$ cat config.mk
export PLATFORM = sky130hd
export DESIGN_NAME = ide_dma_seq
export DESIGN_NICKNAME = d
export VERILOG_FILES = /design/src/rtl/ide_seq_pkg.sv /design/src/rtl/ide_seq_ctx.sv /design/src/rtl/ide_seq_track.sv /design/src/rtl/ide_seq_decide.sv /design/src/rtl/ide_seq_emit.sv /design/src/rtl/ide_dma_seq.sv
export SDC_FILE = /design/constraint.sdc
export NUM_CORES = 1
export LEC_CHECK = 0
export BUFFER_PORTS_ARGS = -buffer_cell sky130_fd_sc_hd__buf_2
export CORE_MARGIN = 2
export CORE_UTILIZATION = 60
export CTS_CLUSTER_SIZE = 8
export DETAILED_ROUTE_END_ITERATION = 8
export GPL_TIMING_DRIVEN = 0
export PLACE_DENSITY = 0.85
export SKIP_CTS_REPAIR_TIMING = 1
export SLEW_MARGIN = 20
export SYNTH_ARGS = -nofsm -noshare
export SYNTH_HDL_FRONTEND = slang
export SYNTH_SLANG_ARGS = --single-unit
$ cat constraint.sdc
create_clock -name clk -period 8.8 [get_ports clk]
set_clock_uncertainty 0.15 [all_clocks]
set_input_delay 1.76 -clock clk [delete_from_list [all_inputs] [get_ports clk]]
set_output_delay 1.76 -clock clk [all_outputs]
set_load 0.1 [all_outputs]
$ cat src/rtl/ide_seq_pkg.sv
package ide_seq_pkg;

  // Controller states.
  typedef enum logic [2:0] {
    ST_IDLE,
    ST_ACTIVE,
    ST_WAIT_CHUNK,
    ST_PAUSED,
    ST_DONE
  } seq_state_e;

  // Single decision taken in a cycle.
  typedef enum logic [2:0] {
    ACT_NONE,
    ACT_LOAD,
    ACT_PAUSE,
    ACT_ERROR,
    ACT_FINISH,
    ACT_DESC_END,
    ACT_COPY,
    ACT_ISSUE
  } seq_act_e;

  localparam logic [7:0] STAT_BUSY  = 8'h80;
  localparam logic [7:0] STAT_READY = 8'h40;
  localparam logic [7:0] STAT_SEEK  = 8'h10;
  localparam logic [7:0] STAT_ERR   = 8'h01;

  localparam logic [1:0] OP_READ  = 2'd0;
  localparam logic [1:0] OP_WRITE = 2'd1;
  localparam logic [1:0] OP_TRIM  = 2'd2;
  localparam logic [1:0] OP_COPY  = 2'd3;

  function automatic int max2(input int a, input int b);
    return (a > b) ? a : b;
  endfunction

  // Total byte count of a transfer.
  function automatic logic [63:0] total_bytes(input logic optical,
                                              input logic [63:0] sec_cnt,
                                              input logic [63:0] pkt);
    return optical ? pkt : (sec_cnt << 9);
  endfunction

  // Byte offset of the next chunk.
  function automatic logic [63:0] chunk_offset(input logic optical,
                                               input logic [63:0] base,
                                               input logic [63:0] idx);
    return optical ? ((base << 11) + idx) : ((base << 9) + idx);
  endfunction

  // Length of a direct copy: the smaller of remaining and chunk length.
  function automatic logic [63:0] clip_len(input logic [63:0] rem,
                                           input logic [63:0] len);
    return (rem < len) ? rem : len;
  endfunction

  // Request kind of an issued chunk.
  function automatic logic [1:0] map_op(input logic optical, input logic [1:0] cmd);
    if (optical) return OP_READ;
    case (cmd)
      2'd1:    return OP_WRITE;
      2'd2:    return OP_TRIM;
      default: return OP_READ;
    endcase
  endfunction

endpackage

$ cat src/rtl/ide_seq_ctx.sv
// Holds the per-transfer context sampled at a start.
module ide_seq_ctx
  import ide_seq_pkg::*;
#(
  parameter int LBAW = 24
) (
  input  logic            clk,
  input  logic            rst,
  input  seq_act_e        act,
  input  logic            optical_i,
  input  logic [1:0]      cmd_i,
  input  logic [LBAW-1:0] sector_pos_i,
  input  logic [LBAW-1:0] blk_addr_i,
  output logic            ctx_opt,
  output logic [1:0]      ctx_cmd,
  output logic [LBAW-1:0] ctx_base,
  output logic            ctx_nonblk
);

  always_ff @(posedge clk) begin
    if (rst) begin
      ctx_opt    <= 1'b0;
      ctx_cmd    <= 2'd0;
      ctx_base   <= '0;
      ctx_nonblk <= 1'b0;
    end else if (act == ACT_LOAD) begin
      ctx_opt    <= optical_i;
      ctx_cmd    <= cmd_i;
      ctx_base   <= optical_i ? blk_addr_i : sector_pos_i;
      // all-ones block address marks a non-block optical transfer
      ctx_nonblk <= optical_i && (&blk_addr_i);
    end
  end

endmodule

$ cat src/rtl/ide_seq_track.sv
// Remaining-size and progress-index bookkeeping of one transfer.
module ide_seq_track
  import ide_seq_pkg::*;
#(
  parameter int SECW = 16,
  parameter int PKTW = 20,
  parameter int LENW = 16,
  parameter int REMW = 27
) (
  input  logic                   clk,
  input  logic                   rst,
  input  seq_act_e               act,
  input  logic                   optical_i,
  input  logic [SECW-1:0]        sector_cnt_i,
  input  logic [PKTW-1:0]        pkt_size_i,
  input  logic [LENW-1:0]        chunk_len_i,
  input  logic [LENW-1:0]        clip_len_i,
  output logic signed [REMW-1:0] rem_q,
  output logic [REMW-1:0]        idx_q,
  output logic                   rem_le0
);

  always_ff @(posedge clk) begin
    if (rst) begin
      rem_q <= '0;
      idx_q <= '0;
    end else begin
      case (act)
        ACT_LOAD: begin
          rem_q <= $signed(REMW'(total_bytes(optical_i, 64'(sector_cnt_i), 64'(pkt_size_i))));
          idx_q <= '0;
        end
        ACT_ISSUE: begin
          rem_q <= rem_q - $signed(REMW'(chunk_len_i));
          idx_q <= idx_q + REMW'(chunk_len_i);
        end
        ACT_COPY: begin
          idx_q <= idx_q + REMW'(clip_len_i);
        end
        default: ;
      endcase
    end
  end

  // zero or negative remaining size
  assign rem_le0 = rem_q[REMW-1] || (rem_q == '0);

endmodule

$ cat src/rtl/ide_seq_decide.sv
// Completion ladder: picks exactly one action per cycle.
module ide_seq_decide
  import ide_seq_pkg::*;
(
  input  logic     start_i,
  input  logic     chunk_valid_i,
  input  logic     chunk_err_i,
  input  logic     active,
  input  logic     rem_le0,
  input  logic     len_zero,
  input  logic     nonblk,
  output seq_act_e act
);

  always_comb begin
    act = ACT_NONE;
    if (start_i) begin
      act = ACT_LOAD;                 // start beats a coincident chunk
    end else if (chunk_valid_i) begin
      if (!active)          act = ACT_PAUSE;
      else if (chunk_err_i) act = ACT_ERROR;
      else if (rem_le0)     act = ACT_FINISH;
      else if (len_zero)    act = ACT_DESC_END;
      else if (nonblk)      act = ACT_COPY;
      else                  act = ACT_ISSUE;
    end
  end

endmodule

$ cat src/rtl/ide_seq_emit.sv
// Registered outputs: request, pulses and the status byte.
module ide_seq_emit
  import ide_seq_pkg::*;
#(
  parameter int OFFW = 36,
  parameter int LENW = 16
) (
  input  logic            clk,
  input  logic            rst,
  input  seq_act_e        act,
  input  logic [1:0]      op_i,
  input  logic [OFFW-1:0] off_i,
  input  logic [LENW-1:0] len_i,
  input  logic [LENW-1:0] clip_i,
  output logic            kick_o,
  output logic            req_valid_o,
  output logic [1:0]      req_op_o,
  output logic [OFFW-1:0] req_off_o,
  output logic [LENW-1:0] req_len_o,
  output logic            desc_end_o,
  output logic            stall_o,
  output logic [7:0]      status_o,
  output logic            irq_o
);

  always_ff @(posedge clk) begin
    if (rst) begin
      kick_o      <= 1'b0;
      req_valid_o <= 1'b0;
      req_op_o    <= 2'd0;
      req_off_o   <= '0;
      req_len_o   <= '0;
      desc_end_o  <= 1'b0;
      stall_o     <= 1'b0;
      status_o    <= 8'h00;
      irq_o       <= 1'b0;
    end else begin
      kick_o      <= (act == ACT_LOAD);
      req_valid_o <= (act == ACT_ISSUE) || (act == ACT_COPY);
      stall_o     <= (act == ACT_PAUSE);
      desc_end_o  <= (act == ACT_ERROR) || (act == ACT_FINISH) ||
                     (act == ACT_DESC_END) || (act == ACT_COPY);
      irq_o       <= (act == ACT_ERROR) || (act == ACT_FINISH) || (act == ACT_COPY);

      case (act)
        ACT_ISSUE: begin
          req_op_o  <= op_i;
          req_off_o <= off_i;
          req_len_o <= len_i;
        end
        ACT_COPY: begin
          req_op_o  <= OP_COPY;
          req_off_o <= '0;
          req_len_o <= clip_i;
        end
        default: begin
          req_op_o  <= 2'd0;
          req_off_o <= '0;
          req_len_o <= '0;
        end
      endcase

      case (act)
        ACT_LOAD:             status_o <= STAT_BUSY;
        ACT_ERROR:            status_o <= STAT_READY | STAT_ERR;
        ACT_FINISH, ACT_COPY: status_o <= STAT_READY | STAT_SEEK;
        default: ;
      endcase
    end
  end

endmodule

$ cat src/rtl/ide_dma_seq.sv
// IDE DMA transfer sequencer top.
module ide_dma_seq
  import ide_seq_pkg::*;
#(
  parameter int SECW = 16,
  parameter int PKTW = 20,
  parameter int LBAW = 24,
  parameter int LENW = 16,
  localparam int SZW  = max2(SECW + 9, PKTW),
  localparam int REMW = max2(SZW, LENW) + 2,
  localparam int OFFW = max2(LBAW + 11, REMW) + 1
) (
  input  logic            clk,
  input  logic            rst,
  input  logic            start_i,
  input  logic [1:0]      cmd_i,
  input  logic            optical_i,
  input  logic [SECW-1:0] sector_cnt_i,
  input  logic [PKTW-1:0] pkt_size_i,
  input  logic [LBAW-1:0] sector_pos_i,
  input  logic [LBAW-1:0] blk_addr_i,
  input  logic            chunk_valid_i,
  input  logic [LENW-1:0] chunk_len_i,
  input  logic            chunk_err_i,
  output logic            kick_o,
  output logic            req_valid_o,
  output logic [1:0]      req_op_o,
  output logic [OFFW-1:0] req_off_o,
  output logic [LENW-1:0] req_len_o,
  output logic            desc_end_o,
  output logic            stall_o,
  output logic [7:0]      status_o,
  output logic            irq_o
);

  seq_state_e             state_q;
  seq_act_e               act;
  logic                   active;
  logic                   ctx_opt;
  logic [1:0]             ctx_cmd;
  logic [LBAW-1:0]        ctx_base;
  logic                   ctx_nonblk;
  logic signed [REMW-1:0] rem_q;
  logic [REMW-1:0]        idx_q;
  logic                   rem_le0;
  logic [OFFW-1:0]        off_w;
  logic [LENW-1:0]        clip_w;
  logic [1:0]             op_w;

  // Named internal events for the checker.
  logic evt_load;
  logic evt_end;
  logic evt_issue;

  assign active    = (state_q == ST_ACTIVE) || (state_q == ST_WAIT_CHUNK);
  assign evt_load  = (act == ACT_LOAD);
  assign evt_end   = (act == ACT_ERROR) || (act == ACT_FINISH) || (act == ACT_COPY);
  assign evt_issue = (act == ACT_ISSUE);

  ide_seq_ctx #(.LBAW(LBAW)) u_ctx (
    .clk          (clk),
    .rst          (rst),
    .act          (act),
    .optical_i    (optical_i),
    .cmd_i        (cmd_i),
    .sector_pos_i (sector_pos_i),
    .blk_addr_i   (blk_addr_i),
    .ctx_opt      (ctx_opt),
    .ctx_cmd      (ctx_cmd),
    .ctx_base     (ctx_base),
    .ctx_nonblk   (ctx_nonblk)
  );

  ide_seq_track #(.SECW(SECW), .PKTW(PKTW), .LENW(LENW), .REMW(REMW)) u_track (
    .clk          (clk),
    .rst          (rst),
    .act          (act),
    .optical_i    (optical_i),
    .sector_cnt_i (sector_cnt_i),
    .pkt_size_i   (pkt_size_i),
    .chunk_len_i  (chunk_len_i),
    .clip_len_i   (clip_w),
    .rem_q        (rem_q),
    .idx_q        (idx_q),
    .rem_le0      (rem_le0)
  );

  ide_seq_decide u_decide (
    .start_i       (start_i),
    .chunk_valid_i (chunk_valid_i),
    .chunk_err_i   (chunk_err_i),
    .active        (active),
    .rem_le0       (rem_le0),
    .len_zero      (chunk_len_i == '0),
    .nonblk        (ctx_nonblk),
    .act           (act)
  );

  // Chunk arithmetic held in package functions.
  assign off_w  = OFFW'(chunk_offset(ctx_opt, 64'(ctx_base), 64'(idx_q)));
  assign clip_w = LENW'(clip_len(64'(rem_q), 64'(chunk_len_i)));
  assign op_w   = map_op(ctx_opt, ctx_cmd);

  ide_seq_emit #(.OFFW(OFFW), .LENW(LENW)) u_emit (
    .clk         (clk),
    .rst         (rst),
    .act         (act),
    .op_i        (op_w),
    .off_i       (off_w),
    .len_i       (chunk_len_i),
    .clip_i      (clip_w),
    .kick_o      (kick_o),
    .req_valid_o (req_valid_o),
    .req_op_o    (req_op_o),
    .req_off_o   (req_off_o),
    .req_len_o   (req_len_o),
    .desc_end_o  (desc_end_o),
    .stall_o     (stall_o),
    .status_o    (status_o),
    .irq_o       (irq_o)
  );

  // Controller state.
  always_ff @(posedge clk) begin
    if (rst) begin
      state_q <= ST_IDLE;
    end else begin
      case (act)
        ACT_LOAD:                        state_q <= ST_ACTIVE;
        ACT_PAUSE:                       state_q <= ST_PAUSED;
        ACT_ERROR, ACT_FINISH, ACT_COPY: state_q <= ST_DONE;
        ACT_DESC_END, ACT_ISSUE:         state_q <= ST_WAIT_CHUNK;
        default: if (state_q == ST_ACTIVE) state_q <= ST_WAIT_CHUNK;
      endcase
    end
  end

endmodule

==> out/results.ini, run 1 <==
[place]
dp_slack_ns=1.56
dp_hpwl_um=22800
io_buffers=169
gp_congestion=0.986

[critical_path]
cp_slowest_cell=o311ai_4
end_kind=flip-flop
path_buf_inv=4
critPathRequiredTime_ns=8.95
criticalPathCategory=in -> reg
worstPathArrival_ns=7.11
r2r_cells=24
crit_family=compound AO/OA/AOI/OAI gates
rrSetupSlack_ns=2.89
worstReg2RegStart=u_track.rem_q[0]$_SDFFE_PP0P_
cp_cell_sequence=buf_2 -> ha_1 -> fa_1 -> nor2b_4 -> o21ai_4 -> a21boi_2 -> o41a_4 -> o311ai_4 -> nand4_2 -> buf_6 -> nor3_4 -> buf_12 -> mux2_4 -> ha_1 -> inv_1 -> fa_1 -> nand2b_1 -> a21oi_1 -> o21ai_0 -> a21o_1 -> a31oi_1 -> nand4_1 -> xor2_1 -> nor2_1
cp-start-kind=input pin
cp_max_fo=10
slowest_delay_ns=0.47
reg2reg_to=u_track.idx_q[24]$_SDFFE_PP0P_
cp.depth=24

[grt]
use_met2_pct=59.2
grtUsageMet1_pct=44.9
grt_use_met3_pct=6.43
grt_overflow_total=0
grt_pass1_vias=9167
grt_max_degree=17
grt_busiest_layer=met2
grt_pass1_wl_um=46900
grt_antenna_before_repair=0
grtUsageTotal_pct=35.6

[detailed_routing]
drt_first_pass_iters=7
wl_um=30400
avgViaCountPerCell=6.16
drt_iter0_drc=726
drc=0
routedWlPerCell_um=19.2
ant_nets=0
vias=9743

[cts]
clk_pin_slew_ns=0.07
cts.htree.levels=4
numCtsBuffers=17
root_buffer=clkbuf_16
cts_tree=done
clk_path_buf_depth=2
insertion_delay_ns=0.43
cts.sinks=148

[sta]
fin_tns_setup_ns=0
grt_setup_unrepaired=no
tightest_slew_ns=1.05
period_needed_ns=6.96
max_clock_freq_mhz=144
period_share_pct=79.0
maxSlewHeadroom_pct=29.8
hold_viol=0
setup_ws_ns=1.85
report.final.slew_viol_count=0
setup-violations-final=0

[die]
coreArea_um2=15800
die_h_um=131
io_pins=175
start_util_pct=60.9
chipWidth_um=131
die_area_um2=17000
rows=46

[logic_synthesis]
synth_warnings=0
synth_top_area_cell=dfxtp_1
synthCells=1162
avgSynthCellArea_um2=8.27
yosys.area.top_type_share_pct=30.8
netlist_area_um2=9610
synth_seq_cells=148
synthTopCellsByCount=dfxtp_1, nor2_1, a21oi_1, nand2_1, ha_1
synth_area_leaders=dfxtp_1, ha_1, mux2i_1
ys_async_sr_fraction_pct=0
yosys.cell_types.count=73
yosysSeqAreaShare_pct=30.8
synth-edff-count=0
ys.flop_type=dfxtp_1

[min_path]
hold_class=reg -> reg
min_to=u_emit.status_o[6]$_SDFFE_PP0P_
whs_path_depth=2
hold_start=u_emit.status_o[6]$_SDFFE_PP0P_

[layout]
final.fill_count=1257
n_antenna_cell=0
layout.nets=1533
area_growth_pct=18.5
drive_gt1_share_pct=18.3

[power]
p_leak_nw=5.16
ir_worst_vdd_uv=156
power_density_nw_per_um2=167

[run_status]
status=completed

[flow_run]
cap_viol_max_count=0

[kinds of logic after synthesis]
group                    after synthesis  synth area share (%)
AO/OA/AOI/OAI                        296                  20.5
XOR/XNOR                              63                  5.74
adder cells (fa/ha/maj)               72                  9.69
buffers and inverters                100                  4.34
flip-flops                           148                  30.8
multiplexers                          78                  8.70
other                                  1                0.0390
AND/OR/NAND/NOR                      404                  20.2
[where the power goes]
| group | switching [W] | total [W] | internal [W] |
|---|---|---|---|
| Sequential | 0.0000312 | 0.000724 | 0.000693 |
| Combinational | 0.000222 | 0.000357 | 0.000134 |
| Clock | 0.000314 | 0.000822 | 0.000508 |
[stage by stage]
| stage | util [%] | hold WS (ns) | cells | area (um^2) | total power, W |
|---|---|---|---|---|---|
| 6_report | 72.2 | 0.315 | 1582 | 11400 | 0.00190 |
| 5_1_grt | 72.2 | 0.341 | 1582 | 11400 | 0.00196 |
| 4_1_cts | 72.2 | 0.315 | 1582 | 11400 | 0.00189 |
| 3_5_place_dp | 68.1 | 0.301 | 1550 | 10700 | 0.00108 |
| 3_3_place_gp | 68.1 | 0.297 | 1550 | 10700 | 0.00108 |
| 2_1_floorplan | - | 0.293 | 1165 | 9620 | 0.000979 |
[tightest hold or removal path, stage by stage, from the launching register on]
cell and delay [ns]:
dfxtp_1 0.31, nand2_1 0.05, a21oi_1 0.05
[routing by layer]
| metal | share of wire [%] | routed length [um] |
|---|---|---|
| met1 | 40 | 12200 |
| met2 | 47 | 14400 |
| met3 | 8.5 | 2590 |
| met4 | 3.9 | 1180 |
| met5 | 0 | 0 |
[flip-flops by register name, indices dropped and copies added, names as in the netlist, 2 cells and up]
| signal | cells |
|---|---|
| u_ctx.ctx_cmd | 2 |
| state_q | 3 |
| u_emit.req_off_o | 36 |
| u_emit.req_len_o | 16 |
| u_track.rem_q | 27 |
| u_emit.req_op_o | 2 |
| u_track.idx_q | 27 |
| u_emit.status_o | 4 |
| u_ctx.ctx_base | 24 |
[placed cells by master (no fill, tap or decap), types with 15 or more instances in the layout]
cell         n
buf_2      171
nor2_1     148
dfxtp_1    148
a21oi_1     92
nand2_1     85
ha_1        68
mux2i_1     58
a211oi_1    56
inv_1       43
o21ai_0     38
clkbuf_1    37
xnor2_1     35
nand3_1     30
nor3_1      29
xor2_1      28
and3_1      19
a21o_1      19
clkbuf_16   17
nand4_1     16
nor4_1      15
[worst max-delay path by stage]
stage / end / start
floorplan: u_track.idx_q[26]$_SDFFE_PP0P_ / chunk_len_i[2]
global placement: u_track.idx_q[26]$_SDFFE_PP0P_ / chunk_len_i[8]
detailed placement: u_track.idx_q[24]$_SDFFE_PP0P_ / chunk_len_i[0]
CTS: u_track.idx_q[24]$_SDFFE_PP0P_ / chunk_len_i[0]
global route: u_track.idx_q[24]$_SDFFE_PP0P_ / chunk_len_i[8]
finish: u_track.idx_q[24]$_SDFFE_PP0P_ / chunk_len_i[0]
[cell type report]
class	count	area, um^2	area share (%)
multi-input combinational	917	6240	54.8
sequential	148	2960	26.0
timing repair buffer	169	846	7.43
clock buffer	18	429	3.77
tap	216	270	2.37
buffer	55	248	2.18
clock inverter	14	224	1.97
inverter	45	169	1.48
Power figures use the tool's default switching activity.
==> run 2: changes to the inputs <==
--- a/config.mk
+++ b/config.mk
@@ -7,11 +7,11 @@
 export LEC_CHECK = 0
 export BUFFER_PORTS_ARGS = -buffer_cell sky130_fd_sc_hd__buf_2
 export CORE_MARGIN = 2
-export CORE_UTILIZATION = 60
+export CORE_UTILIZATION = 57
 export CTS_CLUSTER_SIZE = 8
 export DETAILED_ROUTE_END_ITERATION = 8
 export GPL_TIMING_DRIVEN = 0
-export PLACE_DENSITY = 0.85
+export PLACE_DENSITY = 0.81
 export SKIP_CTS_REPAIR_TIMING = 1
 export SLEW_MARGIN = 20
 export SYNTH_ARGS = -nofsm -noshare
==> constraint.sdc (replaced) <==
create_clock -name clk -period 6.47 [get_ports clk]
set_clock_uncertainty 0.15 [all_clocks]
set_input_delay 1.294 -clock clk [delete_from_list [all_inputs] [get_ports clk]]
set_output_delay 1.294 -clock clk [all_outputs]
set_load 0.1 [all_outputs]
==> out/results.ini, run 2 (synthesis results as in run 1) <==
[place]
dp_slack_ns=-0.286  ; -1.85 ns
gp_congestion=0.955  ; -3.1%
dpl-instance-area_um2=10700  ; about the same
placed_cells=1554  ; +0.26%
dp_hpwl_um=23200  ; +1.7%
io_buffers=169  ; unchanged

[power]
power_density_nw_per_um2=216  ; +29%
ir_worst_vdd_uv=205  ; +31%
p_leak_nw=5.14  ; -0.40%

[sta]
report.final.slew_viol_count=0  ; unchanged
setup_ws_ns=0.341  ; -1.50 ns
tightest_slew_ns=1.00  ; -0.0468 ns
grt_setup_unrepaired=no
max_clock_freq_mhz=163
setup-violations-final=0  ; unchanged
hold_viol=0  ; unchanged
maxSlewHeadroom_pct=31.4  ; +1.6 points
period_share_pct=94.7
period_needed_ns=6.13

[layout]
layout_common_cells=buf_2, nor2_1, dfxtp_1
top_register=u_emit.req_off_o
fin_util_pct=68.7  ; -3.5 points
largest_register_ffs=36  ; unchanged
n_antenna_cell=0  ; unchanged
layout.nets=1537  ; +0.26%
mostFrequentLayoutCell=buf_2
area_growth_pct=18.2
drive_gt1_share_pct=18.7  ; +0.40 points
fin_cells=1589  ; +0.44%
design_area_um2=11400  ; -0.32%
top_regs=u_emit.req_off_o (36), u_track.idx_q (27), u_track.rem_q (27)

[critical_path]
critPathRequiredTime_ns=6.62  ; -2.33 ns
worstReg2RegStart=u_track.rem_q[0]$_SDFFE_PP0P_
worstPathArrival_ns=6.28  ; -0.83 ns
crit_family=compound AO/OA/AOI/OAI gates
rrSetupSlack_ns=0.92  ; -1.97 ns
slowest_delay_ns=0.46  ; about the same
cp_max_fo=10  ; unchanged
cp_slowest_cell=o311ai_4
end_kind=flip-flop
cp_cell_sequence=buf_2 -> inv_1 -> ha_1 -> a21o_1 -> a21o_1 -> a21o_1 -> and2_1 -> o311ai_4 -> nand4_2 -> buf_6 -> nor3_4 -> buf_12 -> mux2_4 -> ha_1 -> inv_1 -> fa_1 -> nand2b_1 -> a21oi_1 -> o21ai_0 -> a21o_1 -> a31oi_2 -> nand4_1 -> xor2_1 -> nor2_1
reg2reg_to=u_track.idx_q[24]$_SDFFE_PP0P_
r2r_cells=24  ; unchanged
crit_top_cell=a21o_1
path_buf_inv=5  ; +1
criticalPathCategory=in -> reg
cp-start-kind=input pin

[min_path]
hold_class=reg -> reg
hold_start=u_emit.status_o[6]$_SDFFE_PP0P_
whs_path_depth=2  ; unchanged
min_to=u_emit.status_o[6]$_SDFFE_PP0P_

[cts]
cts.sinks=148  ; unchanged
numCtsBuffers=17  ; unchanged
clk_pin_slew_ns=0.06  ; about the same
cts_tree=done
root_buffer=clkbuf_16
clk_path_buf_depth=2  ; unchanged
cts.htree.levels=4  ; unchanged
insertion_delay_ns=0.43  ; about the same

[grt]
grt_pass1_vias=9324  ; +1.7%
grt_overflow_total=0  ; unchanged
grt_pass1_wl_um=48200  ; +2.8%
grtUsageTotal_pct=34.2  ; -1.5 points
grt_max_degree=17  ; unchanged
grt_antenna_before_repair=0  ; unchanged

[flow_run]
cap_viol_max_count=0  ; unchanged

[detailed_routing]
wl_um=30500  ; +0.35%
ant_nets=0  ; unchanged
drc=0  ; unchanged
drt_iter0_drc=1018  ; +40%
drt_first_pass_iters=5  ; -2
avgViaCountPerCell=6.08  ; -1.2%
vias=9667  ; -0.78%
routedWlPerCell_um=19.2  ; about the same

[die]
chipWidth_um=134  ; +2.5%
die_area_um2=17900  ; +5.1%
die_h_um=134  ; +2.5%
coreArea_um2=16500  ; +4.8%
io_pins=175  ; unchanged
rows=47  ; +2.2%
start_util_pct=58.2  ; -2.8 points

[run_status]
status=completed

## run 2: cell count changes in the layout (fill, tap and decap cells not counted), sizes merged
cell      previous run  this run
buf                188       192
clkinv               6        10
inv                 47        43
bufinv               5         2
clkinvlp             1         3
## run 2: worst max path at each step
stage	start	end	cells after the start	slack, ns
2_1_floorplan	chunk_len_i[2]	u_track.idx_q[26]$_SDFFE_PP0P_	23	0.62
3_3_place_gp	chunk_len_i[8]	u_track.idx_q[24]$_SDFFE_PP0P_	24	-0.24
3_5_place_dp	chunk_len_i[2]	u_track.idx_q[26]$_SDFFE_PP0P_	24	-0.29
4_1_cts	chunk_len_i[2]	u_track.idx_q[25]$_SDFFE_PP0P_	22	0.11
5_1_grt	chunk_len_i[8]	u_track.idx_q[18]$_SDFFE_PP0P_	24	0.06
6_report	chunk_len_i[8]	u_track.idx_q[24]$_SDFFE_PP0P_	24	0.34
## run 2: through the flow
step           hold slack (ns)  TNS, ns  total power, W
2_1_floorplan            0.293        0         0.00133
3_3_place_gp             0.299    -2.03         0.00147
3_5_place_dp             0.316    -2.72         0.00147
4_1_cts                  0.327        0         0.00243
5_1_grt                  0.353        0         0.00253
6_report                 0.319        0         0.00245
## run 2: power breakdown
part	total, W	switching, W	internal, W
Sequential	0.000985	0.0000421	0.000943
Clock	0.000978	0.000413	0.000564
Combinational	0.000488	0.000305	0.000183
Total	0.00245	0.000760	0.00169
## run 2: cell type report
cell class | count | area [um^2]
clock buffer | 18 | 429
tap | 220 | 275
multi-input combinational | 917 | 6260
timing repair buffer | 173 | 876
sequential | 148 | 2960
fill | 1401 | 5170
buffer | 55 | 248
clock inverter | 13 | 138
inverter | 45 | 169
## run 2: layer usage
layer | vias to the layer above | global-route usage [%] | wire [um] | share of wire (%)
li1 | 4584 | - | - | -
met5 | - | 0 | 0 | 0
met4 | 0 | 14.6 | 1010 | 3.3
met1 | 4550 | 45.5 | 12900 | 42
met2 | 458 | 55.0 | 14300 | 47
met3 | 75 | 5.59 | 2330 | 7.6
## run 2: worst min-delay path, stage by stage (launching register included)
cell     delay, ns
dfxtp_1       0.31
nand2_1       0.05
a21oi_1       0.06
